### config.mk
export PLATFORM = sky130hd
export DESIGN_NAME = exc_vector_ctrl
export DESIGN_NICKNAME = d
export VERILOG_FILES = /design/src/rtl/exc_vector_ctrl.sv
export SDC_FILE = /design/constraint.sdc
export NUM_CORES = 1
export LEC_CHECK = 0
export ABC_AREA = 0
export BUFFER_PORTS_ARGS = -buffer_cell sky130_fd_sc_hd__buf_2
export CAP_MARGIN = 0
export CORE_MARGIN = 4
export CORE_UTILIZATION = 45
export DETAILED_ROUTE_END_ITERATION = 6
export GPL_TIMING_DRIVEN = 0
export PLACE_DENSITY = 0.77
export SLEW_MARGIN = 20
export SYNTH_ARGS = -nofsm -noshare
export SYNTH_HDL_FRONTEND = slang
export SYNTH_SLANG_ARGS = --single-unit
### constraint.sdc
create_clock -name clk -period 6.1 [get_ports clk]
set_input_delay 0 -clock clk [delete_from_list [all_inputs] [get_ports clk]]
set_output_delay 0 -clock clk [all_outputs]
set_load 0.02 [all_outputs]
### src/rtl/exc_vector_ctrl.sv
module exc_vector_ctrl #(
  parameter logic [31:0] RESET_PC = 32'h0000_FF00
) (
  input  logic        clk,
  input  logic        rst_n,
  input  logic        exc_req,
  input  logic [3:0]  exc_num,
  input  logic        nmi,
  input  logic        irq_req,
  input  logic [4:0]  irq_vec,
  input  logic [31:0] cur_ip,
  input  logic [31:0] next_ip,
  input  logic        reg_wr,
  input  logic [1:0]  reg_sel,
  input  logic [31:0] reg_wdata,
  output logic        tbl_rd,
  output logic [31:0] tbl_addr,
  input  logic        tbl_valid,
  input  logic [31:0] tbl_data,
  output logic        redir,
  output logic [31:0] redir_pc,
  output logic        rst_req,
  output logic [31:0] sysctl_q,
  output logic [31:0] tbl_base_q,
  output logic [31:0] ret_ptr_q
);
  localparam int ENT_W = 6;
  localparam logic [ENT_W-1:0] NMI_ENT   = 6'd7;
  localparam logic [ENT_W-1:0] BADOP_ENT = 6'd2;
  localparam logic [ENT_W-1:0] CONS_ENT  = 6'd4;
  localparam logic [ENT_W-1:0] IRQ_BASE  = 6'd32;

  typedef enum logic [1:0] {S_BOOT, S_IDLE, S_FETCH} st_t;
  st_t st;

  logic        ie, trap, in_exc;
  logic [28:0] base;
  logic [31:0] ret;

  logic             wr_bad;
  logic [ENT_W-1:0] wr_ent;
  logic             take_exc, take_irq, any_evt;
  logic [ENT_W-1:0] exc_ent, ent;
  logic             present;

  assign sysctl_q   = {trap, 30'b0, ie};
  assign tbl_base_q = {base, 3'b000};
  assign ret_ptr_q  = ret;
  assign tbl_rd     = (st == S_FETCH);
  assign present    = tbl_data[0] & ~tbl_data[1];

  always_comb begin
    wr_bad = 1'b0;
    wr_ent = CONS_ENT;
    if (reg_wr) begin
      case (reg_sel)
        2'd0:    wr_bad = |reg_wdata[30:1];
        2'd1:    wr_bad = |reg_wdata[2:0];
        2'd2:    wr_bad = 1'b0;
        default: begin wr_bad = 1'b1; wr_ent = BADOP_ENT; end
      endcase
    end
  end

  assign take_exc = exc_req | wr_bad;
  assign exc_ent  = exc_req ? {2'b00, exc_num} : wr_ent;
  assign take_irq = irq_req & ie & ~trap;
  assign any_evt  = take_exc | nmi | take_irq;
  assign ent      = take_exc ? exc_ent : (nmi ? NMI_ENT : IRQ_BASE + {1'b0, irq_vec});

  function automatic logic [31:0] ent_addr(input logic [ENT_W-1:0] e);
    return {base + {23'b0, e}, 3'b000};
  endfunction

  always_ff @(posedge clk or negedge rst_n) begin
    if (!rst_n) begin
      st <= S_BOOT;
      ie <= 1'b0;
      trap <= 1'b0;
      in_exc <= 1'b0;
      base <= '0;
      ret <= '0;
      tbl_addr <= '0;
      redir <= 1'b0;
      redir_pc <= '0;
      rst_req <= 1'b0;
    end else begin
      redir <= 1'b0;
      rst_req <= 1'b0;
      case (st)
        S_BOOT: begin
          redir <= 1'b1;
          redir_pc <= RESET_PC;
          st <= S_IDLE;
        end
        S_IDLE: begin
          if (take_exc && trap) begin
            rst_req <= 1'b1;
            ie <= 1'b0;
            trap <= 1'b0;
            base <= '0;
            st <= S_BOOT;
          end else if (any_evt) begin
            tbl_addr <= ent_addr(ent);
            ret <= take_exc ? cur_ip : next_ip;
            in_exc <= take_exc;
            if (take_exc) trap <= 1'b1;
            st <= S_FETCH;
          end else if (reg_wr) begin
            case (reg_sel)
              2'd0:    begin trap <= reg_wdata[31]; ie <= reg_wdata[0]; end
              2'd1:    base <= reg_wdata[31:3];
              default: ret <= reg_wdata;
            endcase
          end
        end
        S_FETCH: begin
          if (tbl_valid) begin
            if (present) begin
              redir <= 1'b1;
              redir_pc <= {tbl_data[31:2], 2'b00};
              st <= S_IDLE;
            end else if (in_exc) begin
              rst_req <= 1'b1;
              ie <= 1'b0;
              trap <= 1'b0;
              base <= '0;
              st <= S_BOOT;
            end else begin
              tbl_addr <= ent_addr(BADOP_ENT);
              in_exc <= 1'b1;
              trap <= 1'b1;
            end
          end
        end
        default: st <= S_IDLE;
      endcase
    end
  end
endmodule

# After elaboration in Yosys (flattened, before gate mapping)
# Index checks and enable logic that the tools add are counted.
# W data, S select, Z words.
[word_totals]
ff_bits = 132
word_cells = 125
in_bits = 146
[op_classes]
muxes = 64
bitwise_logic = 9
add_sub_neg = 3
n_eq_ne = 21
reduce_logical = 18
[op_table]
columns = ["op", "count"]
rows = [
  ["$mux W32", 11],
  ["$mux W29", 7],
  ["$pmux W32 S2", 2],
  ["$pmux W29 S2", 1],
  ["$reduce_or A30 Y1", 1],
  ["$add A29 B2 Y29 const B", 1],
  ["$add A29 B6 Y29", 1],
  ["$mux W1", 26],
  ["$mux W6", 3],
  ["$ne A3 B3 Y1 const B", 5],
  ["$reduce_and A7 Y1", 2],
  ["$ne A4 B4 Y1 const B", 3],
  ["$reduce_and A6 Y1", 2],
  ["$mux W2", 5],
  ["$pmux W1 S2", 5],
  ["$ne A2 B1 Y1 const B", 4],
  ["$ne A2 B2 Y1 const B", 4],
  ["$add A6 B5 Y6 const A", 1],
  ["$mux W3", 2],
  ["$reduce_and A3 Y1", 2],
  ["$reduce_bool A2 Y1", 3],
  ["$reduce_or A3 Y1", 2],
  ["$reduce_and A5 Y1", 1],
  ["$eq A2 B1 Y1 const B", 2],
  ["11 further kinds", 19],
]

# Longest topological paths before layout
# Gate-level depths: netlist of the first run.
[logic_depth]
word_depth = 10
mapped_depth = 14
ltp_nobuf = 13

# Worst setup path before layout of the first run
# Ideal clock, no wire load.
[synth_timing]
path_kind = "input -> register"
from = "in reg_wdata[26]"
to = "reg tbl_addr[23]"
arrival_time_ps = 3169
setup_ps = 125
path_buffers = 1
slack_ps = 2806
t_required_ps = 5975
stages = 14
path_cell_list = "nor4_1 -> nand2_1 -> or4_1 -> a21o_1 -> nor3_1 -> a21oi_1 -> fa_1 -> a211oi_1 -> o21ai_0 -> a31o_2 -> clkbuf_1 -> and3_1 -> xor2_1 -> mux2_2"
[synth_via]
elab_chain_cells = 9
[synth_rtl]
columns = ["element", "line", "source"]
rows = [
  ["start: declaration", "15", "input logic [31:0] reg_wdata,"],
  ["$reduce_or A30 Y1 *", "57", "2'd0: wr_bad = |reg_wdata[30:1];"],
  ["$pmux W1 S3 *", "56", "case (reg_sel)"],
  ["$mux W1 *", "55", "if (reg_wr) begin"],
  ["$or A1 B1 Y1 *", "65", "assign take_exc = exc_req | wr_bad;"],
  ["$mux W6", "69", "assign ent = take_exc ? exc_ent : (nmi ? NMI_ENT : IRQ_BASE + {1'b0, irq_vec});"],
  ["$add A29 B6 Y29", "72", "return {base + {23'b0, e}, 3'b000};"],
  ["$mux W32", "103", "end else if (any_evt) begin"],
  ["$mux W32", "97", "if (take_exc && trap) begin"],
  ["$pmux W32 S2", "90", "case (st)"],
  ["end signal: assignment", "104", "tbl_addr <= ent_addr(ent);"],
  ["end signal: assignment", "130", "tbl_addr <= ent_addr(BADOP_ENT);"],
  ["end: declaration", "17", "output logic [31:0] tbl_addr,"],
]
# Every way passes the cells marked *; elsewhere a longest branch is shown, timed or not. The select of a mux whose other input is x is not followed.
# A chain may end at the register's enable or synchronous reset.

# Worst setup path in the final report of the first run
[layout_timing]
from = "in reg_wdata[19]"
to = "reg tbl_addr[23]"
# Same word-level chain as after synthesis.

==> Implementation_results.wiki, run 1 <==
{| class="wikitable"
! Metric !! Value
|-
| Status || finished clean
|-
| Critical-path maximum fanout || 8
|-
| Number of sinks handled by clock tree synthesis || 127
|-
| Flip-flop and latch count after synthesis || 127
|-
| Avg Inst Size Synth || 11.7 um2
|-
| Number of global-route vias before repair || 6624
|-
| EDFF count, synth || 0
|-
| Area contributors post-synth || sky130_fd_sc_hd__dfrtp_1 (45%), sky130_fd_sc_hd__mux2_2 (19%), sky130_fd_sc_hd__a22o_1 (6.5%), sky130_fd_sc_hd__buf_4 (4.3%), sky130_fd_sc_hd__mux2_4 (2.1%)
|-
| Area growth syn-to-layout || 47.7%
|-
| Detail Route Antenna Nets || 0
|-
| Std-Cell Rows || 45
|-
| Predominant post-synthesis flop cell || sky130_fd_sc_hd__dfrtp_1
|-
| Final net count || 1176
|-
| Post-Route WL || 23000 um
|-
| Initial DRC Count || 300
|-
| Async SR Flop Fraction || 100%
|-
| Count of buffers inserted at the top-level ports || 270
|-
| Top-Level Pins || 309
|-
| Max Clock Skew || 5.90 ps
|-
| Global-route wire length before repair || 36000 um
|-
| Required time of the critical path || 6400 ps
|-
| DR vias/cell || 5.30
|-
| Global routing met2 resource utilization || 42.9%
|-
| TritonCTS clock tree || done
|-
| Worst Path Arrival || 4560 ps
|-
| Total CTS buffers || 17
|-
| Post-Layout Cell Count || 1221
|-
| Slew at the pin closest to its max-slew limit || 1010 ps
|-
| Kind of capture point of the worst setup path || flip-flop
|-
| Syn Std Cell Area || 7000 um2
|-
| Global routing's busiest layer || met2
|-
| RSZ-0062 raised after global routing || no
|-
| Antenna violations before repair || 1
|-
| Starting density of the core || 46.0%
|-
| Number of optimization iterations in the first detailed-route pass || 5
|-
| Total leakage power || 5.13 nW
|-
| Cell area after layout || 10300 um2
|-
| Max-Cap Viols || 0
|-
| Number of warnings issued by yosys || 0
|-
| Number of hold violations in the final report || 0
|-
| Vias || 6467
|-
| Placed wire-length estimate after detailed placement || 16400 um
|-
| Total global routing overflow || 0
|-
| Placer congestion estimate || 0.882
|-
| Share of final-layout standard cells stronger than drive strength 1 || 47.2%
|-
| Most frequent cells after synthesis || sky130_fd_sc_hd__dfrtp_1 (127), sky130_fd_sc_hd__mux2_2 (116), sky130_fd_sc_hd__a22o_1 (52)
|-
| Cell taking the most area after synthesis || sky130_fd_sc_hd__dfrtp_1
|-
| All-layer global routing usage || 25.8%
|-
| Final setup TNS || 0 ps
|-
| Critical Path Source Type || input pin
|-
| Final-report setup violation count || 0
|-
| Max transition margin || 31.8%
|-
| Pin count of the biggest net entering global routing || 76
|-
| Residual DRC count || 0
|-
| Top-area cell type share of the netlist area || 45.4%
|-
| Met1 track demand over resource in global routing || 32.0%
|-
| Max Fclk || 235 MHz
|-
| Maximum root-to-sink buffer count || 2
|-
| Global-route met3 utilization || 5.74%
|-
| Placed cell count || 1095
|-
| Sequential-to-total area share from yosys stat || 45.4%
|-
| Pwr/cell area || 449 nW/um2
|-
| Die width || 133 um
|-
| Total Die Area || 17600 um2
|-
| Number of H-tree branching levels || 4
|-
| Clock slew seen by the registers of the worst setup and hold paths || 60 ps
|-
| Routed wire per std cell || 18.9 um
|-
| Area of the core || 15200 um2
|-
| Clock root buffer || sky130_fd_sc_hd__clkbuf_16
|-
| Post-detailed-placement cell area || 8760 um2
|-
| Die Ht || 133 um
|-
| Cell with the most instances after synthesis || sky130_fd_sc_hd__dfrtp_1
|-
| Cell count after synthesis || 599
|-
| Max rail drop VDD || 281 uV
|-
| Pins Over Slew Limit || 0
|-
| Final critical path time including I/O delays and setup || 4260 ps
|-
| Number of unique standard cell types used by synthesis || 59
|-
| Latest clock arrival within the worst-skew pair || 420 ps
|-
| Type of the most critical hold path || input pin to flip-flop
|-
| Ratio of final minimum period to clock period || 69.8%
|-
| Crit Path Category || input pin to flip-flop
|}
[report_power, final]
part / internal [mW] / switching, mW
clock: 0.706 / 0.390
sequential: 1.14 / 0.238
combinational: 0.966 / 1.20
[path summary, 6_finish.rpt]
path / depth (start not counted) / from / endpoint / slack [ps]
max in group asynchronous: 3 / rst_n / redir_pc[4] / 5330
setup reg to reg: 7 / trap / ret_ptr_q[25] / 3190
hold / removal: 4 / irq_req / in_exc / 40
setup / recovery: 16 / reg_wdata[19] / tbl_addr[23] / 1840
hold reg to reg: 1 / redir_pc[12] / redir_pc[12] / 480
min in group asynchronous: 2 / rst_n / tbl_addr[15] / 80
[what timing repair did]
action / in CTS / in global routing
setup buffers: 0 / 0
resized for setup: 0 / 0
hold endpoints to repair: 219 / 0
hold buffers: 93 / 0
[cell type report]
class	instances	area, um2
repair buffers	364	2320
clock buffers	19	453
fillers	1162	4870
flip-flops and latches	127	3180
diodes	1	2.50
clock inverters	13	186
multi-input cells	423	3460
inverters	16	60.1
well taps	188	235
plain buffers	70	439
[stage by stage]
stage / power [mW] / hold WS, ps / setup WS [ps] / utilization [%]
final: 4.64 / 37.7 / 1840 / 68.0
after global routing: 4.88 / 71.0 / 1610 / 68.0
after CTS: 4.63 / 17.1 / 1900 / 68.0
after detailed placement: 3.48 / -63.8 / 2030 / 57.6
after global placement: 3.44 / 223 / 2050 / 57.4
after floorplan: 2.81 / -296 / 2810 / -
[state kept, by name, indices dropped and copies added, names as in the netlist]
| name | cells |
|---|---|
| base | 29 |
| ie | 1 |
| in_exc | 1 |
| redir | 1 |
| redir_pc | 30 |
| ret_ptr_q | 32 |
| rst_req | 1 |
| st | 2 |
| tbl_addr | 29 |
| trap | 1 |
[metal layers]
layer / vias up / part of all wire, %
met3: 75 / 6.3
met2: 308 / 49
li1: 2987 / -
met5: - / 0
met1: 3097 / 40
met4: 0 / 4.4
[logic make-up (layout without fill, tap and decap cells)]
| logic type | after synthesis | count (layout) | share of synthesized area, % |
|---|---|---|---|
| compound gates | 113 | 113 | 13.0 |
| xor+xnor | 28 | 28 | 3.50 |
| fa+ha+maj | 11 | 11 | 2.07 |
| buf+inv | 86 | 482 | 7.14 |
| flops | 127 | 127 | 45.4 |
| mux | 127 | 127 | 21.0 |
| other cells | 1 | 39 | 0.0536 |
| simple gates | 106 | 106 | 7.87 |
[cell usage in the layout, fill, tap and decap left out, types with 28 or more instances in the layout]
cell type / n
sky130_fd_sc_hd__nand2_1: 28
sky130_fd_sc_hd__buf_4: 40
sky130_fd_sc_hd__conb_1: 38
sky130_fd_sc_hd__buf_2: 278
sky130_fd_sc_hd__dlygate4sd3_1: 93
sky130_fd_sc_hd__dfrtp_1: 127
sky130_fd_sc_hd__a22o_1: 52
sky130_fd_sc_hd__mux2_2: 116
[critical path: stages]
cell	delay, ps
sky130_fd_sc_hd__dlygate4sd3_1	560
sky130_fd_sc_hd__buf_2	160
sky130_fd_sc_hd__nor4_1	550
sky130_fd_sc_hd__nand2_1	130
sky130_fd_sc_hd__or4_1	640
sky130_fd_sc_hd__a21o_1	270
sky130_fd_sc_hd__nor3_1	150
sky130_fd_sc_hd__a21oi_1	120
sky130_fd_sc_hd__fa_1	470
sky130_fd_sc_hd__a211oi_1	260
sky130_fd_sc_hd__o21ai_0	160
sky130_fd_sc_hd__a31o_2	260
sky130_fd_sc_hd__clkbuf_1	210
sky130_fd_sc_hd__and3_1	210
sky130_fd_sc_hd__xor2_1	130
sky130_fd_sc_hd__mux2_2	260
(Power assumes the default switching activity.)
==> run 2: changes to the inputs <==
--- a/config.mk
+++ b/config.mk
@@ -9,7 +9,7 @@
 export BUFFER_PORTS_ARGS = -buffer_cell sky130_fd_sc_hd__buf_2
 export CAP_MARGIN = 0
 export CORE_MARGIN = 4
-export CORE_UTILIZATION = 45
+export CORE_UTILIZATION = 43
 export DETAILED_ROUTE_END_ITERATION = 6
 export GPL_TIMING_DRIVEN = 0
 export PLACE_DENSITY = 0.77
==> constraint.sdc (replaced) <==
create_clock -name clk -period 3.6 [get_ports clk]
set_input_delay 0 -clock clk [delete_from_list [all_inputs] [get_ports clk]]
set_output_delay 0 -clock clk [all_outputs]
set_load 0.02 [all_outputs]
==> Implementation_results.wiki, run 2 (synthesis gave the netlist of run 1 again) <==
{| class="wikitable"
! Metric !! Value
|-
| Max reg flops || 32 (unchanged)
|-
| Global routing's busiest layer || met2
|-
| Residual DRC count || 0 (unchanged)
|-
| List of cells traversed by the critical path || buf_2 -> nor4_2 -> nand2_1 -> or4_4 -> a21o_1 -> nor3_1 -> a21oi_1 -> fa_1 -> a211oi_1 -> o21ai_0 -> a31o_2 -> clkbuf_1 -> and3_1 -> xor2_1 -> mux2_2
|-
| Post-Layout Cell Count || 1250 (+2.4%)
|-
| Max transition margin || 36.0% (+4.2 points)
|-
| Met1 track demand over resource in global routing || 28.9% (-3.2 points)
|-
| End point of the critical path || tbl_addr[23]
|-
| Final-report setup violation count || 0 (unchanged)
|-
| Clock root buffer || sky130_fd_sc_hd__clkbuf_16
|-
| Global-route wire length before repair || 35400 um (-1.7%)
|-
| Placed cell count || 1123 (+2.6%)
|-
| Instance count on the critical path || 15 (-1)
|-
| Final setup TNS || 0 ps (unchanged)
|-
| DR vias/cell || 5.14 (-2.9%)
|-
| Number of optimization iterations in the first detailed-route pass || 5 (unchanged)
|-
| Worst Path Arrival || 3730 ps (-830 ps)
|-
| Worst R2R Path Depth || 7 (unchanged)
|-
| Global-route met3 utilization || 5.79% (+0.054 points)
|-
| Placer congestion estimate || 0.897 (+1.7%)
|-
| Dominant delay contributor by cell family on the critical path || simple AND/OR/NAND/NOR gates
|-
| Max Clock Skew || 10.5 ps (+4.61 ps)
|-
| Placed wire-length estimate after detailed placement || 16600 um (+0.75%)
|-
| Pins Over Slew Limit || 0 (unchanged)
|-
| Detail Route Antenna Nets || 0 (unchanged)
|-
| All-layer global routing usage || 24.7% (-1.1 points)
|-
| Routed wire per std cell || 18.5 um (-1.7%)
|-
| Vias || 6430 (-0.57%)
|-
| Total leakage power || 5.13 nW (about the same)
|-
| Initial DRC Count || 273 (-9.0%)
|-
| Global routing met2 resource utilization || 42.5% (-0.40 points)
|-
| Status || finished clean
|-
| Slew at the pin closest to its max-slew limit || 952 ps (-62.7 ps)
|-
| Maximum root-to-sink buffer count || 2 (unchanged)
|-
| R2r endpoint || ret_ptr_q[30]
|-
| RR Startpoint || trap
|-
| Count of buffers inserted at the top-level ports || 270 (unchanged)
|-
| Die width || 136 um (+2.2%)
|-
| Std-Cell Rows || 46 (+2.2%)
|-
| Number of global-route vias before repair || 6689 (+0.98%)
|-
| Final critical path time including I/O delays and setup || 3430 ps
|-
| Total global routing overflow || 0 (unchanged)
|-
| RSZ-0062 raised after global routing || no
|-
| Critical-path maximum fanout || 8 (unchanged)
|-
| Share of final-layout standard cells stronger than drive strength 1 || 47.5% (+0.29 points)
|-
| Total Die Area || 18400 um2 (+4.4%)
|-
| FF-to-FF setup slack || 670 ps (-2520 ps)
|-
| Instance count along the most critical hold path || 4 (unchanged)
|-
| Ratio of final minimum period to clock period || 95.3%
|-
| Max Fclk || 292 MHz
|-
| Max-Cap Viols || 0 (unchanged)
|-
| TritonCTS clock tree || done
|-
| Die Ht || 136 um (+2.2%)
|-
| Post-detailed-placement cell area || 8790 um2 (+0.40%)
|-
| Number of sinks handled by clock tree synthesis || 127 (unchanged)
|-
| Latest clock arrival within the worst-skew pair || 410 ps (about the same)
|-
| Area of combinational cells with multiple inputs || 3470 um2 (+0.29%)
|-
| Peak per-stage delay on the critical path || 570 ps (-70 ps)
|-
| Final Hold Slack || 64.0 ps (+26.4 ps)
|-
| Number of hold violations in the final report || 0 (unchanged)
|-
| Most used cells in the layout excluding fill and tap cells || sky130_fd_sc_hd__buf_2 (278), sky130_fd_sc_hd__dfrtp_1 (127), sky130_fd_sc_hd__mux2_2 (116), sky130_fd_sc_hd__dlygate4sd3_1 (93), sky130_fd_sc_hd__a22o_1 (52)
|-
| Critical Path Source Type || input pin
|-
| Number of H-tree branching levels || 4 (unchanged)
|-
| Required time of the critical path || 3900 ps (-2500 ps)
|-
| Area of the core || 15900 um2 (+4.9%)
|-
| Pin count of the biggest net entering global routing || 76 (unchanged)
|-
| Post-Route WL || 23200 um (+0.65%)
|-
| Type of the most critical hold path || input pin to flip-flop
|-
| Starting density of the core || 43.9% (-2.1 points)
|-
| Final net count || 1176 (unchanged)
|-
| Kind of capture point of the worst setup path || flip-flop
|-
| Area taken by flip-flops and latches || 3180 um2 (unchanged)
|-
| Clock slew seen by the registers of the worst setup and hold paths || 60 ps (about the same)
|-
| Post-CTS setup buffer count || 0 (unchanged)
|-
| Area growth syn-to-layout || 48.1%
|-
| Top-Level Pins || 309 (unchanged)
|-
| Slowest stage cell, crit path || sky130_fd_sc_hd__or4_4
|-
| Number of buffer and inverter instances along the worst setup path || 2 (-1)
|-
| Pwr/cell area || 756 nW/um2 (+68%)
|-
| First element of the critical path || reg_wdata[18]
|-
| Fill cell total of the finished layout || 1252 (+7.7%)
|-
| Max rail drop VDD || 558 uV (+99%)
|-
| Cell area after layout || 10400 um2 (+0.31%)
|-
| Crit Path Category || input pin to flip-flop
|-
| Most common cell after layout, fill and taps aside || sky130_fd_sc_hd__buf_2
|-
| Post-route worst setup slack || 170 ps (-1670 ps)
|-
| Setup Slack @ Placement || -522 ps (-2550 ps)
|-
| Total CTS buffers || 17 (unchanged)
|-
| Antenna violations before repair || 2 (+1)
|}
run 2: power breakdown:
group          switching (mW)  internal [mW]
combinational            2.05           1.64
sequential              0.389           1.93
clock                   0.711           1.12
total                    3.15           4.68
run 2: layout make-up:
class | count | share of cell area (%)
Tap cell | 216 | 2.61
Clock buffer | 17 | 4.10
Clock inverter | 15 | 1.91
Inverter | 16 | 0.579
Timing Repair Buffer | 364 | 22.4
Sequential cell | 127 | 30.7
Buffer | 70 | 4.25
Antenna cell | 2 | 0.0483
Multi-Input combinational cell | 423 | 33.5
run 2: worst min-delay path by stage:
stage                     start            end  slack (ps)
floorplan                 rst_n        base[0]        -300
finish              next_ip[13]  ret_ptr_q[13]          60
CTS                     irq_req         in_exc          50
global placement    tbl_data[3]    redir_pc[3]         220
global route         next_ip[9]   ret_ptr_q[9]          70
detailed placement        rst_n   tbl_addr[14]         -60
run 2: worst register-to-register path, cell delays in order (launching register included):
cell	delay, ps
sky130_fd_sc_hd__dfrtp_1	440
sky130_fd_sc_hd__inv_1	110
sky130_fd_sc_hd__a31oi_1	240
sky130_fd_sc_hd__clkbuf_1	510
sky130_fd_sc_hd__buf_1	550
sky130_fd_sc_hd__mux2_2	410
sky130_fd_sc_hd__mux2_2	300
sky130_fd_sc_hd__mux2_2	270
run 2: per-layer routing:
layer	vias to the layer above	share of wire (%)
met3	86	6.1
met4	2	4.7
met2	304	51
li1	2986	-
met5	-	0.035
met1	3052	39
run 2: timing repair:
item	CTS	global route
setup endpoints to repair	17	14
resized for setup	1	3
endpoints found under the hold margin	219	0
hold buffers	93	0
run 2: metrics by stage:
stage	total power [mW]	util, %
after floorplan	4.77	-
after global placement	5.81	54.9
after detailed placement	5.90	55.2
after CTS	7.83	65.0
after global routing	8.26	65.0
final	7.84	65.0
==> run 3: changes to the inputs <==
--- a/config.mk
+++ b/config.mk
@@ -6,10 +6,11 @@
 export NUM_CORES = 1
 export LEC_CHECK = 0
 export ABC_AREA = 0
-export BUFFER_PORTS_ARGS = -buffer_cell sky130_fd_sc_hd__buf_2
+export BUFFER_PORTS_ARGS = -buffer_cell sky130_fd_sc_hd__buf_4
 export CAP_MARGIN = 0
 export CORE_MARGIN = 4
 export CORE_UTILIZATION = 43
+export CTS_CLUSTER_SIZE = 8
 export DETAILED_ROUTE_END_ITERATION = 6
 export GPL_TIMING_DRIVEN = 0
 export PLACE_DENSITY = 0.77
==> Implementation_results.wiki, run 3 (synthesis gave the netlist of run 1 again) <==
{| class="wikitable"
! Metric !! Value
|-
| Number of hold violations in the final report || 0 (unchanged)
|-
| # diodes || 0 (-2)
|-
| Total Die Area || 18400 um2 (unchanged)
|-
| Kind of capture point of the worst setup path || flip-flop
|-
| Pins Over Slew Limit || 0 (unchanged)
|-
| Share of final-layout standard cells stronger than drive strength 1 || 47.6% (+0.097 points)
|-
| Clock slew seen by the registers of the worst setup and hold paths || 60 ps (about the same)
|-
| Area of combinational cells with multiple inputs || 3470 um2 (+0.18%)
|-
| Post-Layout Cell Count || 1248 (-0.16%)
|-
| Vias || 6418 (-0.19%)
|-
| Max transition margin || 34.9% (-1.1 points)
|-
| Top-Level Pins || 309 (unchanged)
|-
| Antenna violations before repair || 0 (-2)
|-
| Post-Route WL || 23700 um (+2.3%)
|-
| Detail Route Antenna Nets || 0 (unchanged)
|-
| Final-report setup violation count || 0 (unchanged)
|-
| Area taken by flip-flops and latches || 3180 um2 (unchanged)
|-
| Most common cell after layout, fill and taps aside || sky130_fd_sc_hd__buf_4
|-
| Latest clock arrival within the worst-skew pair || 420 ps (about the same)
|-
| Placer congestion estimate || 0.898 (+0.11%)
|-
| Worst Path Arrival || 3640 ps (-90 ps)
|-
| Std-Cell Rows || 46 (unchanged)
|-
| Max Fclk || 300 MHz (+2.9%)
|-
| Share of the core filled with cells || 69.3% (+4.3 points)
|-
| Residual DRC count || 0 (unchanged)
|-
| Most numerous cell on the critical path || sky130_fd_sc_hd__a21oi_1
|-
| Total CTS buffers || 17 (unchanged)
|-
| Total leakage power || 5.32 nW (+3.7%)
|-
| Type of the most critical hold path || input pin to flip-flop
|-
| Global-route wire length before repair || 36300 um (+2.5%)
|-
| Number of H-tree branching levels || 4 (unchanged)
|-
| Routed wire per std cell || 19.0 um (+2.4%)
|-
| Total global routing overflow || 0 (unchanged)
|-
| Status || finished clean
|-
| Crit Path Category || input pin to flip-flop
|-
| Number of sinks handled by clock tree synthesis || 127 (unchanged)
|-
| Required time of the critical path || 3900 ps (about the same)
|-
| Placed wire-length estimate after detailed placement || 17000 um (+2.6%)
|-
| Maximum root-to-sink buffer count || 2 (unchanged)
|-
| Die Ht || 136 um (unchanged)
|-
| Starting density of the core || 43.9% (unchanged)
|-
| Total power || 8.17 mW (+4.3%)
|-
| Area of the core || 15900 um2 (unchanged)
|-
| Slowest stage cell, crit path || sky130_fd_sc_hd__or4_4
|-
| Count of buffers inserted at the top-level ports || 270 (unchanged)
|-
| Die width || 136 um (unchanged)
|-
| Initial DRC Count || 241 (-12%)
|-
| DR vias/cell || 5.14 (about the same)
|-
| Clock root buffer || sky130_fd_sc_hd__clkbuf_16
|-
| Final net count || 1176 (unchanged)
|-
| TritonCTS clock tree || done
|-
| Peak per-stage delay on the critical path || 570 ps (about the same)
|-
| Final setup TNS || 0 ps (unchanged)
|-
| Critical-path maximum fanout || 10 (+2)
|-
| Number of optimization iterations in the first detailed-route pass || 4 (-1)
|-
| List of cells traversed by the critical path || buf_4 -> nor4_2 -> nand2_1 -> or4_4 -> a21o_1 -> a21oi_1 -> ha_1 -> a21oi_1 -> o2111ai_1 -> o311ai_0 -> clkbuf_2 -> nor3_1 -> xor2_1 -> mux2_2
|-
| Number of global-route vias before repair || 6675 (-0.21%)
|-
| Pwr/cell area || 740 nW/um2 (-2.2%)
|-
| Area growth syn-to-layout || 57.8%
|-
| Pin count of the biggest net entering global routing || 83 (+9.2%)
|-
| Most used cells in the layout excluding fill and tap cells || sky130_fd_sc_hd__buf_4 (309), sky130_fd_sc_hd__dfrtp_1 (127), sky130_fd_sc_hd__mux2_2 (116), sky130_fd_sc_hd__dlygate4sd3_1 (94), sky130_fd_sc_hd__a22o_1 (52)
|-
| Slew at the pin closest to its max-slew limit || 968 ps (+16.0 ps)
|-
| Final critical path time including I/O delays and setup || 3330 ps (-97.8 ps)
|-
| Max reg flops || 32 (unchanged)
|-
| Fill cell total of the finished layout || 1163 (-7.1%)
|-
| Max Clock Skew || 10.8 ps (+0.258 ps)
|-
| All-layer global routing usage || 25.5% (+0.83 points)
|-
| Max-Cap Viols || 0 (unchanged)
|-
| Placed cell count || 1123 (unchanged)
|-
| Max rail drop VDD || 487 uV (-13%)
|-
| Ratio of final minimum period to clock period || 92.6% (-2.7 points)
|-
| RSZ-0062 raised after global routing || no
|-
| Critical Path Source Type || input pin
|}
## run 3: cell count changes in the layout (fill, tap and decap cells not counted), sizes merged
cell / delta
clkinv: +2
clkinvlp: -1
dlygate4sd3: +1
diode: -2
clkbuf: -1
inv: -1
## run 3: worst paths after layout
check                               from            end  slack, ps  cells after the start
min                              irq_req         in_exc         30                      4
max reg2reg                         trap  ret_ptr_q[24]        760                      7
max in group asynchronous          rst_n    redir_pc[9]       2820                      3
min reg2reg                 redir_pc[10]   redir_pc[10]        490                      1
min in group asynchronous          rst_n   tbl_addr[15]         70                      2
max                        reg_wdata[18]   tbl_addr[26]        270                     14
## run 3: worst max-delay path: cells and delay by family
kind / cells / cell delay [ps]
AND/OR/NAND/NOR: 4 / 1190
buffers and inverters: 2 / 470
adder cells (fa/ha/maj): 1 / 310
AO/OA/AOI/OAI: 5 / 1230
XOR/XNOR: 1 / 150
multiplexers: 1 / 270
## run 3: cell type report
class | count | area share [%]
clock inverters | 15 | 1.78
repair buffers | 365 | 27.2
inverters | 16 | 0.544
flip-flops and latches | 127 | 28.8
multi-input cells | 423 | 31.5
plain buffers | 69 | 3.95
well taps | 216 | 2.45
clock buffers | 17 | 3.85
## run 3: metal layers
| layer | track usage (%) | routed length [um] | share of wire, % |
|---|---|---|---|
| met1 | 29.6 | 9040 | 38 |
| met2 | 44.0 | 12100 | 51 |
| met3 | 6.05 | 1400 | 5.9 |
| met4 | 13.2 | 1140 | 4.8 |
| met5 | 0 | 0 | 0 |
## run 3: metrics by stage
stage / setup WS [ps] / hold slack, ps / area (um2)
after floorplan: 306 / -296 / 7140
after global placement: -467 / 224 / 9430
after detailed placement: -490 / -70.2 / 9470
after CTS: 55.3 / 4.79 / 11000
after global routing: 36.7 / 46.5 / 11000
final: 268 / 31.2 / 11000
## run 3: where the power goes
part           switching [mW]  internal, mW  leakage, nW
logic                    2.05          1.93         3.43
registers               0.420          1.93         1.59
clock network           0.724          1.11        0.302
total                    3.20          4.97         5.32
## run 3: timing repair
action | CTS | global route
hold endpoints to repair | 220 | 0
resized for setup | 2 | 2
hold buffers | 94 | 0
setup endpoints to repair | 8 | 16
buffers inserted | 0 | 0
